===== src/rtl/resv_pkg.sv =====
package resv_pkg;

    typedef enum logic [1:0] {
        SC_FAIL    = 2'd0,
        SC_PASS    = 2'd1,
        SC_NOCACHE = 2'd2
    } sc_code_e;

    typedef enum logic [2:0] {
        OP_IDLE  = 3'd0,
        OP_LOAD  = 3'd1,
        OP_LL    = 3'd2,
        OP_STORE = 3'd3,
        OP_SC    = 3'd4,
        OP_SC_UC = 3'd5
    } op_kind_e;

    typedef enum logic {
        SLOT_FREE = 1'b0,
        SLOT_HELD = 1'b1
    } slot_state_e;

    typedef enum logic [1:0] {
        TRK_CLEAN    = 2'd0,
        TRK_COUNTING = 2'd1,
        TRK_PINNED   = 2'd2
    } trk_state_e;

    function automatic op_kind_e classify(input logic v, input logic wr,
                                          input logic lk, input logic uc);
        op_kind_e k;
        if (!v)             k = OP_IDLE;
        else if (!wr && lk) k = OP_LL;
        else if (!wr)       k = OP_LOAD;
        else if (!lk)       k = OP_STORE;
        else if (uc)        k = OP_SC_UC;
        else                k = OP_SC;
        return k;
    endfunction

endpackage


===== src/rtl/resv_slot.sv =====
module resv_slot
    import resv_pkg::*;
#(
    parameter int ADDR_W   = 40,
    parameter int BLK_BITS = 4
) (
    input  logic              clk,
    input  logic              rst_n,
    input  logic              arm_i,
    input  logic [ADDR_W-1:0] arm_addr_i,
    input  logic              snoop_i,
    input  logic              drop_i,
    input  logic [ADDR_W-1:0] cmp_addr_i,
    output logic              held_o,
    output logic              hit_o
);
    localparam int TAG_LO = BLK_BITS;

    slot_state_e       st_q, st_d;
    logic [ADDR_W-1:0] lock_addr_q;
    logic              blk_eq;
    logic              kill;

    assign blk_eq = (lock_addr_q[ADDR_W-1:TAG_LO] == cmp_addr_i[ADDR_W-1:TAG_LO]);
    assign kill   = (snoop_i && blk_eq) || drop_i;

    always_comb begin
        st_d = st_q;
        unique case (st_q)
            SLOT_FREE: if (arm_i) st_d = SLOT_HELD;
            SLOT_HELD: begin
                if (arm_i)      st_d = SLOT_HELD;
                else if (kill)  st_d = SLOT_FREE;
            end
            default: st_d = SLOT_FREE;
        endcase
    end

    always_ff @(posedge clk or negedge rst_n) begin
        if (!rst_n) st_q <= SLOT_FREE;
        else        st_q <= st_d;
    end

    always_ff @(posedge clk or negedge rst_n) begin
        if (!rst_n)     lock_addr_q <= '0;
        else if (arm_i) lock_addr_q <= arm_addr_i;
    end

    assign held_o = (st_q == SLOT_HELD);
    assign hit_o  = held_o && blk_eq;

    assert_arm_records_R1: assert property (@(posedge clk) disable iff (!rst_n)
        arm_i |=> (held_o && lock_addr_q == $past(arm_addr_i)));

    assert_kill_clears_R6: assert property (@(posedge clk) disable iff (!rst_n)
        (!arm_i && snoop_i && blk_eq) |=> !held_o);

endmodule


===== src/rtl/fail_tracker.sv =====
module fail_tracker
    import resv_pkg::*;
#(
    parameter int CNT_W      = 20,
    parameter int WARN_EVERY = 100000
) (
    input  logic             clk,
    input  logic             rst_n,
    input  logic             fail_i,
    input  logic             clear_i,
    output logic [CNT_W-1:0] cnt_o,
    output logic             warn_o
);
    localparam int               PH_W    = (WARN_EVERY > 1) ? $clog2(WARN_EVERY) : 1;
    localparam logic [PH_W-1:0]  PH_LAST = PH_W'(WARN_EVERY - 1);
    localparam logic [CNT_W-1:0] CNT_MAX = '1;
    localparam logic [CNT_W-1:0] CNT_PRE = CNT_MAX - 1'b1;

    trk_state_e      st_q, st_d;
    logic [PH_W-1:0] phase_q;
    logic            bump;

    assign bump = fail_i && !clear_i && (st_q != TRK_PINNED);

    always_comb begin
        st_d = st_q;
        unique case (st_q)
            TRK_CLEAN: begin
                if (bump) st_d = (cnt_o == CNT_PRE) ? TRK_PINNED : TRK_COUNTING;
            end
            TRK_COUNTING: begin
                if (clear_i)                    st_d = TRK_CLEAN;
                else if (bump && cnt_o == CNT_PRE) st_d = TRK_PINNED;
            end
            TRK_PINNED: if (clear_i) st_d = TRK_CLEAN;
            default: st_d = TRK_CLEAN;
        endcase
    end

    always_ff @(posedge clk or negedge rst_n) begin
        if (!rst_n) st_q <= TRK_CLEAN;
        else        st_q <= st_d;
    end

    always_ff @(posedge clk or negedge rst_n) begin
        if (!rst_n) begin
            cnt_o   <= '0;
            phase_q <= '0;
            warn_o  <= 1'b0;
        end else begin
            warn_o <= 1'b0;
            if (clear_i) begin
                cnt_o   <= '0;
                phase_q <= '0;
            end else if (bump) begin
                cnt_o <= cnt_o + 1'b1;
                if (phase_q == PH_LAST) begin
                    phase_q <= '0;
                    warn_o  <= 1'b1;
                end else begin
                    phase_q <= phase_q + 1'b1;
                end
            end
        end
    end

    assert_pinned_max_R10: assert property (@(posedge clk) disable iff (!rst_n)
        (st_q == TRK_PINNED) |-> (cnt_o == CNT_MAX));

    assert_no_wrap_R10: assert property (@(posedge clk) disable iff (!rst_n)
        (cnt_o == CNT_MAX && !clear_i) |=> (cnt_o == CNT_MAX));

    assert_warn_multiple_R9: assert property (@(posedge clk) disable iff (!rst_n)
        warn_o |-> (cnt_o != '0 && (int'(cnt_o) % WARN_EVERY) == 0));

endmodule


===== src/rtl/resv_monitor.sv =====
module resv_monitor
    import resv_pkg::*;
#(
    parameter int N_CTX      = 4,
    parameter int ADDR_W     = 40,
    parameter int CNT_W      = 20,
    parameter int WARN_EVERY = 100000,
    parameter int BLK_BITS   = 4,
    localparam int CTX_W     = (N_CTX > 1) ? $clog2(N_CTX) : 1
) (
    input  logic                    clk,
    input  logic                    rst_n,
    input  logic                    req_valid_i,
    input  logic [CTX_W-1:0]        req_ctx_i,
    input  logic [ADDR_W-1:0]       req_addr_i,
    input  logic                    req_write_i,
    input  logic                    req_locked_i,
    input  logic                    req_uncached_i,
    output logic                    res_valid_o,
    output logic [1:0]              res_code_o,
    output logic                    mem_wr_en_o,
    output logic                    warn_valid_o,
    output logic [CTX_W-1:0]        warn_ctx_o,
    output logic [N_CTX-1:0]        resv_held_o,
    output logic [N_CTX*CNT_W-1:0]  fail_cnt_o
);
    op_kind_e         op;
    logic             ctx_ok;
    logic [N_CTX-1:0] hit_vec;
    logic [N_CTX-1:0] warn_vec;
    logic             own_hit;
    logic             sc_pass, sc_fail, commit, cnt_clear;

    assign ctx_ok = (int'(req_ctx_i) < N_CTX);
    assign op     = classify(req_valid_i && ctx_ok, req_write_i,
                             req_locked_i, req_uncached_i);

    always_comb begin
        own_hit = 1'b0;
        for (int i = 0; i < N_CTX; i++) begin
            if (req_ctx_i == CTX_W'(i)) own_hit = hit_vec[i];
        end
    end

    assign sc_pass   = (op == OP_SC) && own_hit;
    assign sc_fail   = (op == OP_SC) && !own_hit;
    assign commit    = (op == OP_STORE) || (op == OP_SC_UC) || sc_pass;
    assign cnt_clear = sc_pass || (op == OP_SC_UC);

    for (genvar g = 0; g < N_CTX; g++) begin : g_ctx
        logic mine;
        assign mine = (req_ctx_i == CTX_W'(g));

        resv_slot #(
            .ADDR_W  (ADDR_W),
            .BLK_BITS(BLK_BITS)
        ) slot_i (
            .clk       (clk),
            .rst_n     (rst_n),
            .arm_i     ((op == OP_LL) && mine),
            .arm_addr_i(req_addr_i),
            .snoop_i   (commit),
            .drop_i    (sc_fail && mine),
            .cmp_addr_i(req_addr_i),
            .held_o    (resv_held_o[g]),
            .hit_o     (hit_vec[g])
        );

        fail_tracker #(
            .CNT_W     (CNT_W),
            .WARN_EVERY(WARN_EVERY)
        ) trk_i (
            .clk    (clk),
            .rst_n  (rst_n),
            .fail_i (sc_fail && mine),
            .clear_i(cnt_clear && mine),
            .cnt_o  (fail_cnt_o[g*CNT_W +: CNT_W]),
            .warn_o (warn_vec[g])
        );
    end

    always_ff @(posedge clk or negedge rst_n) begin
        if (!rst_n) begin
            res_valid_o <= 1'b0;
            res_code_o  <= SC_FAIL;
            mem_wr_en_o <= 1'b0;
        end else begin
            res_valid_o <= (op == OP_SC) || (op == OP_SC_UC);
            mem_wr_en_o <= commit;
            unique case (op)
                OP_SC:    res_code_o <= sc_pass ? SC_PASS : SC_FAIL;
                OP_SC_UC: res_code_o <= SC_NOCACHE;
                default:  res_code_o <= SC_FAIL;
            endcase
        end
    end

    always_comb begin
        warn_ctx_o = '0;
        for (int i = 0; i < N_CTX; i++) begin
            if (warn_vec[i]) warn_ctx_o = CTX_W'(i);
        end
    end
    assign warn_valid_o = |warn_vec;

    assert_fail_no_write_R4: assert property (@(posedge clk) disable iff (!rst_n)
        (res_valid_o && res_code_o == SC_FAIL) |-> !mem_wr_en_o);

    assert_fail_drops_slot_R4: assert property (@(posedge clk) disable iff (!rst_n)
        (res_valid_o && res_code_o == SC_FAIL) |-> !resv_held_o[$past(req_ctx_i)]);

    assert_pass_writes_R3: assert property (@(posedge clk) disable iff (!rst_n)
        (res_valid_o && res_code_o != SC_FAIL) |-> mem_wr_en_o);

    assert_code_legal_R8: assert property (@(posedge clk) disable iff (!rst_n)
        res_valid_o |-> (res_code_o != 2'd3));

    assert_load_keeps_R7: assert property (@(posedge clk) disable iff (!rst_n)
        (op == OP_LOAD || op == OP_IDLE) |=> (resv_held_o == $past(resv_held_o)));

    assert_single_warn_R9: assert property (@(posedge clk) disable iff (!rst_n)
        $onehot0(warn_vec));

endmodule


===== config.mk =====
export PLATFORM = sky130hd
export DESIGN_NAME = resv_monitor
export DESIGN_NICKNAME = d
export VERILOG_FILES = /design/src/rtl/resv_pkg.sv /design/src/rtl/resv_slot.sv /design/src/rtl/fail_tracker.sv /design/src/rtl/resv_monitor.sv
export SDC_FILE = /design/constraint.sdc
export NUM_CORES = 1
export LEC_CHECK = 0
export CAP_MARGIN = 25
export CORE_MARGIN = 2
export CORE_UTILIZATION = 43
export CTS_CLUSTER_SIZE = 12
export DETAILED_ROUTE_END_ITERATION = 16
export PLACE_DENSITY = 0.61
export SLEW_MARGIN = 30
export SYNTH_ARGS = -nofsm -noshare
export SYNTH_HDL_FRONTEND = slang
export SYNTH_HIERARCHICAL = 1
export SYNTH_SLANG_ARGS = --single-unit

===== constraint.sdc =====
create_clock -name clk -period 10.1 [get_ports clk]
set_clock_uncertainty 0.1 [all_clocks]
set_input_delay 2.02 -clock clk [delete_from_list [all_inputs] [get_ports clk]]
set_output_delay 2.02 -clock clk [all_outputs]
set_load 0.05 [all_outputs]

==> impl_metrics.json, run 1 <==
{
  "status": "finished, final reports clean",
  "setup_repair_after_global_routing_missed_its_margin": "false",
  "synth_area_leaders": "dfrtp_1 (47%), mux2_2 (11%), xnor2_1 (5.0%), xor2_1 (3.7%), nand4_1 (2.3%)",
  "synth_seq_cells": 312,
  "synth.avg_cell_area_um2": 10.7,
  "criticalPathCategory": "input pin to flop",
  "tritoncts_clock_tree": "built",
  "cp-end-kind": "flop",
  "final_hold_viol_count": 0,
  "drt.antenna.violating_nets": 0,
  "antenna_found_initial": 1,
  "design.die.area_um2": 40000,
  "ys_dominant_reg_cell": "dfrtp_1",
  "worst_hold_slack_ns": 0.374,
  "post-synth-top-area-cell": "dfrtp_1",
  "num-nets-final": 1721,
  "cp_cell_sequence": "clkdlybuf4s50_1, xor2_1, nor4_1, nand4_1, nor4_2, and3_1, mux4_2, o21ai_0, nor2_2, buf_4, a21oi_1, nor4_1, mux2_2",
  "maxSlewHeadroom_pct": 34.0,
  "grt.overflow.total": 0,
  "gr-usage-all-layers_pct": 19.1,
  "num_antenna_cells": 0,
  "synth.net_count": 1600,
  "total_of_max_cap_violations": 0,
  "vias_per_cell": 5.61,
  "timing_max_transition_violations_final": 0,
  "boundaryPins": 139,
  "grt_pass1_wl_mm": 62.3,
  "critPathMaxFanout": 43,
  "setup_viol_count_final": 0,
  "worst_skew_pair.late_latency_ns": 0.54,
  "num_rows": 71,
  "place.detailed.hpwl_mm": 25.0,
  "htree_num_levels": 2,
  "die_y_um": 200,
  "synth_seq_area_share_pct": 47.2,
  "num_vias": 12300,
  "cts_resized": 0,
  "final_min_period_over_clock_period_pct": 62.2,
  "detail_route.wl_per_cell_um": 16.9,
  "min-delay-path-class": "flop to flop",
  "arr_time_crit_path_ns": 6.59,
  "die-width_um": 200,
  "critical-path-slowest-cell": "clkdlybuf4s50_1",
  "clkSinkCount": 312,
  "largest_net_degree_at_the_start_of_global_routing": 176,
  "synth_largest_type_area_fraction_pct": 47.2,
  "synth_enable_flop_cells": 0,
  "transition_at_the_pin_with_the_smallest_max_transition_slack_ns": 0.987,
  "start_util_pct": 43.8,
  "number_of_buffers_inserted_during_clock_tree_synthesis": 37,
  "io_buffers": 134,
  "gp_routability_congestion": 0.814,
  "dr.pass1.iters": 6,
  "ys_async_sr_fraction_pct": 100,
  "route.detailed.drc": 0,
  "cts_setup_buffers": 0,
  "cts_max_path_buffers": 3,
  "mapped_cells": 1539,
  "floorplan.core_area_um2": 37800,
  "ir_drop_mv": 0.158,
  "detailedRoute.firstIterationViolations": 623,
  "p_leak_nw": 7.87,
  "synthesis.area_um2": 16500,
  "critPathLaunchType": "input pin",
  "drt_wl_total_mm": 37.2,
  "drive_above_1_share_pct": 17.2,
  "cts_hold_buffers": 0,
  "power-per-cell-area_nw_per_um2": 175,
  "critPathMostFrequentCell": "nor4_1",
  "critical-path-max-stage-delay_ns": 0.60,
  "path_clk_slew_ns": 0.06,
  "number_of_global_route_vias_before_repair": 12100,
  "yosys_warnings": 6,
  "fmax_mhz": 159,
  "synth.distinct_cells": 60,
  "timing.critical_path.required_ns": 10.41,
  "timing.setup.tns_ns": 0,
  "areaGrowthSynthToFinish_pct": 18.9,
  "post-route-min-period_ns": 6.28,
  "cts_root_buffer": "clkbuf_16"
}
-- cell usage after synthesis, types with 5 or more instances --
cell type / number
ha_1: 13
buf_2: 27
nand3b_1: 7
xnor2_1: 95
inv_1: 48
or3_2: 6
a21oi_1: 74
a41oi_1: 5
nor3_1: 21
and3_1: 16
buf_6: 7
and2_1: 11
nor4_1: 33
or3_1: 33
and4_1: 23
nand2_1: 65
or4_1: 31
o211ai_1: 11
nand3_1: 54
a31oi_1: 55
xor2_1: 70
nand2b_1: 13
nor2b_1: 20
o31ai_1: 27
mux2_2: 160
clkbuf_1: 33
nor2_1: 77
or2_2: 5
dfrtp_1: 312
nor4b_1: 7
nor4bb_1: 8
nand4_1: 62
o32ai_1: 12
o21ai_0: 34
-- worst max-delay path, delay by kind of cell --
| family | cells | cell delay, ns |
|---|---|---|
| muxes | 2 | 0.66 |
| buffers and inverters | 2 | 1.00 |
| and+or+nand+nor | 6 | 2.12 |
| AOI/OAI and AO/OA | 2 | 0.52 |
| xor gates and xnor gates | 1 | 0.25 |
-- worst paths after layout --
kind	depth (start not counted)	slack, ns	end	start
hold reg to reg	1	0.37	g_ctx[3].trk_i/st_q[0]	g_ctx[3].trk_i/st_q[1]
min in group asynchronous	1	1.44	g_ctx[1].trk_i/cnt_o[9]	rst_n
setup / recovery	13	3.82	g_ctx[2].trk_i/cnt_o[12]	req_addr_i[29]
setup reg to reg	12	5.62	g_ctx[2].trk_i/cnt_o[12]	g_ctx[0].slot_i/lock_addr_q[8]
hold / removal	1	0.37	g_ctx[3].trk_i/st_q[0]	g_ctx[3].trk_i/st_q[1]
max in group asynchronous	3	7.02	g_ctx[0].slot_i/lock_addr_q[4]	rst_n
-- metal layers --
metal	GRT usage, %	up-vias	routed length (µm)
li1	-	5946	-
met3	3.18	61	1500
met4	5.90	2	883
met1	26.1	6123	17200
met5	0	-	16
met2	31.2	215	17500
-- metrics by stage --
| stage | std cells | worst slack (ns) | instance area (µm²) | utilization (%) | power (mW) |
|---|---|---|---|---|---|
| after floorplan | 1539 | 5.16 | 16500 | - | 1.96 |
| after global placement | 2125 | 3.34 | 18300 | 48.4 | 2.10 |
| after detailed placement | 2128 | 3.28 | 18400 | 48.6 | 2.13 |
| after CTS | 2195 | 3.83 | 19600 | 51.9 | 3.50 |
| after global routing | 2199 | 3.66 | 19700 | 52.0 | 3.63 |
| final | 2199 | 3.82 | 19700 | 52.0 | 3.45 |
-- layout by cell type (no fill, tap or decap), types with 54 or more instances in the layout --
master / Yosys / layout
nand3_1: 54 / 54
nand4_1: 62 / 62
nor2_1: 77 / 71
a31oi_1: 55 / 55
nand2_1: 65 / 65
xor2_1: 70 / 70
xnor2_1: 95 / 95
clkdlybuf4s50_1: 0 / 133
a21oi_1: 74 / 74
mux2_2: 160 / 160
dfrtp_1: 312 / 312
-- logic make-up after synthesis --
logic type / count (synthesis) / share of synthesized area, %
compound gates: 236 / 8.87
xor+xnor: 165 / 8.74
fa+ha+maj: 13 / 0.984
buf+inv: 118 / 3.38
flops: 312 / 47.2
mux: 162 / 11.1
simple gates: 533 / 19.7
-- layout make-up --
cell class | instances | area [µm²]
tap | 511 | 639
clock inverter | 12 | 164
multi-input combinational | 1109 | 8200
sequential | 312 | 7810
timing repair buffer | 152 | 1590
clock buffer | 55 | 1070
inverter | 48 | 180
fill | 3396 | 18100
-- registers in the layout, summed over array words and instances, names as in the netlist --
signal                    cells
g_ctx.trk_i/st_q              8
mem_wr_en_o                   1
g_ctx.trk_i/warn_o            4
g_ctx.trk_i/cnt_o            80
g_ctx.trk_i/phase_q          68
g_ctx.slot_i/lock_addr_q    144
res_valid_o                   1
res_code_o                    2
g_ctx.slot_i/held_o           4
-- where the power goes --
| group | switching [mW] | internal [mW] |
|---|---|---|
| logic | 0.250 | 0.276 |
| clock network | 0.528 | 0.817 |
| registers | 0.142 | 1.43 |
Note: power is estimated with default switching activity, not from simulation.
==> inputs of run 2 (changes only) <==
--- a/config.mk
+++ b/config.mk
@@ -10,7 +10,7 @@
 export CORE_UTILIZATION = 43
 export CTS_CLUSTER_SIZE = 12
 export DETAILED_ROUTE_END_ITERATION = 16
-export PLACE_DENSITY = 0.61
+export PLACE_DENSITY = 0.64
 export SLEW_MARGIN = 30
 export SYNTH_ARGS = -nofsm -noshare
 export SYNTH_HDL_FRONTEND = slang
==> constraint.sdc (replaced) <==
create_clock -name clk -period 5.25 [get_ports clk]
set_clock_uncertainty 0.1 [all_clocks]
set_input_delay 1.05 -clock clk [delete_from_list [all_inputs] [get_ports clk]]
set_output_delay 1.05 -clock clk [all_outputs]
set_load 0.05 [all_outputs]
==> impl_metrics.json, run 2 (synthesis gave the netlist of run 1 again) <==
{
  "status": "finished, final reports clean",
  "most_common_library_cell_in_the_layout_ignoring_fill_and_taps": "dfrtp_1",
  "path_clk_slew_ns": 0.06,
  "grt.overflow.total": 0,
  "cp-end-kind": "flop",
  "setup_viol_count_final": 0,
  "tritoncts_clock_tree": "built",
  "place.detailed.hpwl_mm": 25.5,
  "layout_setup_ws_ns": 0.399,
  "total_of_max_cap_violations": 0,
  "cts_hold_buffers": 0,
  "die-width_um": 200,
  "num-nets-final": 1755,
  "maxSlewHeadroom_pct": 35.6,
  "gr-usage-all-layers_pct": 19.2,
  "mostFrequentLayoutCells": "dfrtp_1 (312), mux2_2 (160), clkdlybuf4s50_1 (133), xnor2_1 (95), a21oi_1 (74)",
  "ir_drop_mv": 0.214,
  "htree_num_levels": 2,
  "arr_time_crit_path_ns": 5.19,
  "die_y_um": 200,
  "timing_max_transition_violations_final": 0,
  "p_leak_nw": 8.04,
  "transition_at_the_pin_with_the_smallest_max_transition_slack_ns": 0.964,
  "drt_wl_total_mm": 37.6,
  "worst_hold_slack_ns": 0.384,
  "grt_pass1_wl_mm": 62.6,
  "floorplan.core_area_um2": 37800,
  "timing.critical_path.required_ns": 5.58,
  "drive_above_1_share_pct": 19.1,
  "cts_resized": 0,
  "areaGrowthSynthToFinish_pct": 20.3,
  "totalPowerFinal_mw": 6.71,
  "drt.antenna.violating_nets": 0,
  "max_flop_register": "g_ctx.slot_i/lock_addr_q",
  "largest_net_degree_at_the_start_of_global_routing": 107,
  "criticalPathCategory": "input pin to flop",
  "number_of_buffers_inserted_during_clock_tree_synthesis": 38,
  "clkSinkCount": 312,
  "cts_max_path_buffers": 3,
  "critPathMaxFanout": 15,
  "final_min_period_over_clock_period_pct": 92.4,
  "antenna_found_initial": 3,
  "min-delay-path-class": "flop to flop",
  "power-per-cell-area_nw_per_um2": 337,
  "gp_routability_congestion": 0.824,
  "worst-r2r-setup-slack_ns": 1.24,
  "setup_repair_after_global_routing_missed_its_margin": "false",
  "start_util_pct": 43.8,
  "cts_setup_buffers": 0,
  "nFillCells": 3342,
  "top_regs": "g_ctx.slot_i/lock_addr_q x144, g_ctx.trk_i/cnt_o x80, g_ctx.trk_i/phase_q x68",
  "post-route-min-period_ns": 4.85,
  "final_hold_viol_count": 0,
  "detailedRoute.firstIterationViolations": 772,
  "io_buffers": 134,
  "critPathLaunchType": "input pin",
  "design.die.area_um2": 40000,
  "num_vias": 12500,
  "detail_route.wl_per_cell_um": 16.8,
  "dr.pass1.iters": 5,
  "largest_reg_flops": 144,
  "fmax_mhz": 206,
  "num_rows": 71,
  "route.detailed.drc": 0,
  "boundaryPins": 139,
  "number_of_global_route_vias_before_repair": 12200,
  "cts_root_buffer": "clkbuf_16",
  "final_util_pct": 52.7,
  "detailedPlace.worstSlack_ns": -0.113,
  "vias_per_cell": 5.57,
  "worst_skew_pair.late_latency_ns": 0.53
}
-- run 2: changes by cell type in the layout (fill, tap and decap cells not counted), sizes merged --
cell      previous run  this run
diode                0         2
clkinvlp             1         2
buf                 19        51
clkbuf              55        58
bufinv               3         2
-- run 2: final cells by class --
cell class              instances  area (µm²)  area share, %
repair buffers                185        1770           8.89
multi-input cells            1109        8200           41.2
inverters                      48         180          0.906
diodes                          2        5.00         0.0252
flip-flops and latches        312        7810           39.3
clock inverters                12         126          0.635
clock buffers                  57        1160           5.85
well taps                     511         639           3.21
-- run 2: worst max-delay path, cell delays in order --
cell and delay, ns:
clkdlybuf4s50_1 0.65, xor2_1 0.19, nor4_1 0.07, buf_4 0.14, nand4_1 0.19, nor4_2 0.08
and3_1 0.16, mux4_2 0.52, buf_4 0.17, or3_4 0.37, nor2_1 0.12, buf_4 0.20
inv_1 0.10, nor3_2 0.74, nand2_1 0.20, o22ai_1 0.22
-- run 2: metal layers --
metal  part of all wire, %  vias to the layer above  global-route usage, %
met2                    47                      201                   31.0
li1                      -                     6018                      -
met1                    47                     6174                   26.7
met3                   4.2                       64                   3.43
met4                   2.3                        2                   5.40
met5                 0.035                        -                      0
-- run 2: path summary, 6_finish.rpt --
check,startpoint,end,cells after the start
worst max register to register,g_ctx[0].slot_i/lock_addr_q[29],g_ctx[1].trk_i/phase_q[6],15
worst min-delay path,g_ctx[2].trk_i/st_q[1],g_ctx[2].trk_i/st_q[0],1
worst max-delay path,req_addr_i[19],g_ctx[1].trk_i/phase_q[6],16
min in group asynchronous,rst_n,g_ctx[2].trk_i/cnt_o[6],1
worst min register to register,g_ctx[2].trk_i/st_q[1],g_ctx[2].trk_i/st_q[0],1
max in group asynchronous,rst_n,g_ctx[3].trk_i/cnt_o[6],2
-- run 2: metrics by stage --
step | cell area (µm²) | instances | setup TNS, ns
after global placement | 18600 | 2162 | -0.216
after CTS | 19800 | 2231 | 0
final | 19900 | 2236 | 0
after global routing | 19900 | 2236 | 0
after detailed placement | 18600 | 2162 | -1.39
after floorplan | 16500 | 1539 | 0
-- run 2: power breakdown --
group,switching (mW),internal [mW],total (mW)
Combinational,0.488,0.537,1.02
Sequential,0.271,2.76,3.03
Clock,1.02,1.63,2.66
Total,1.78,4.93,6.71
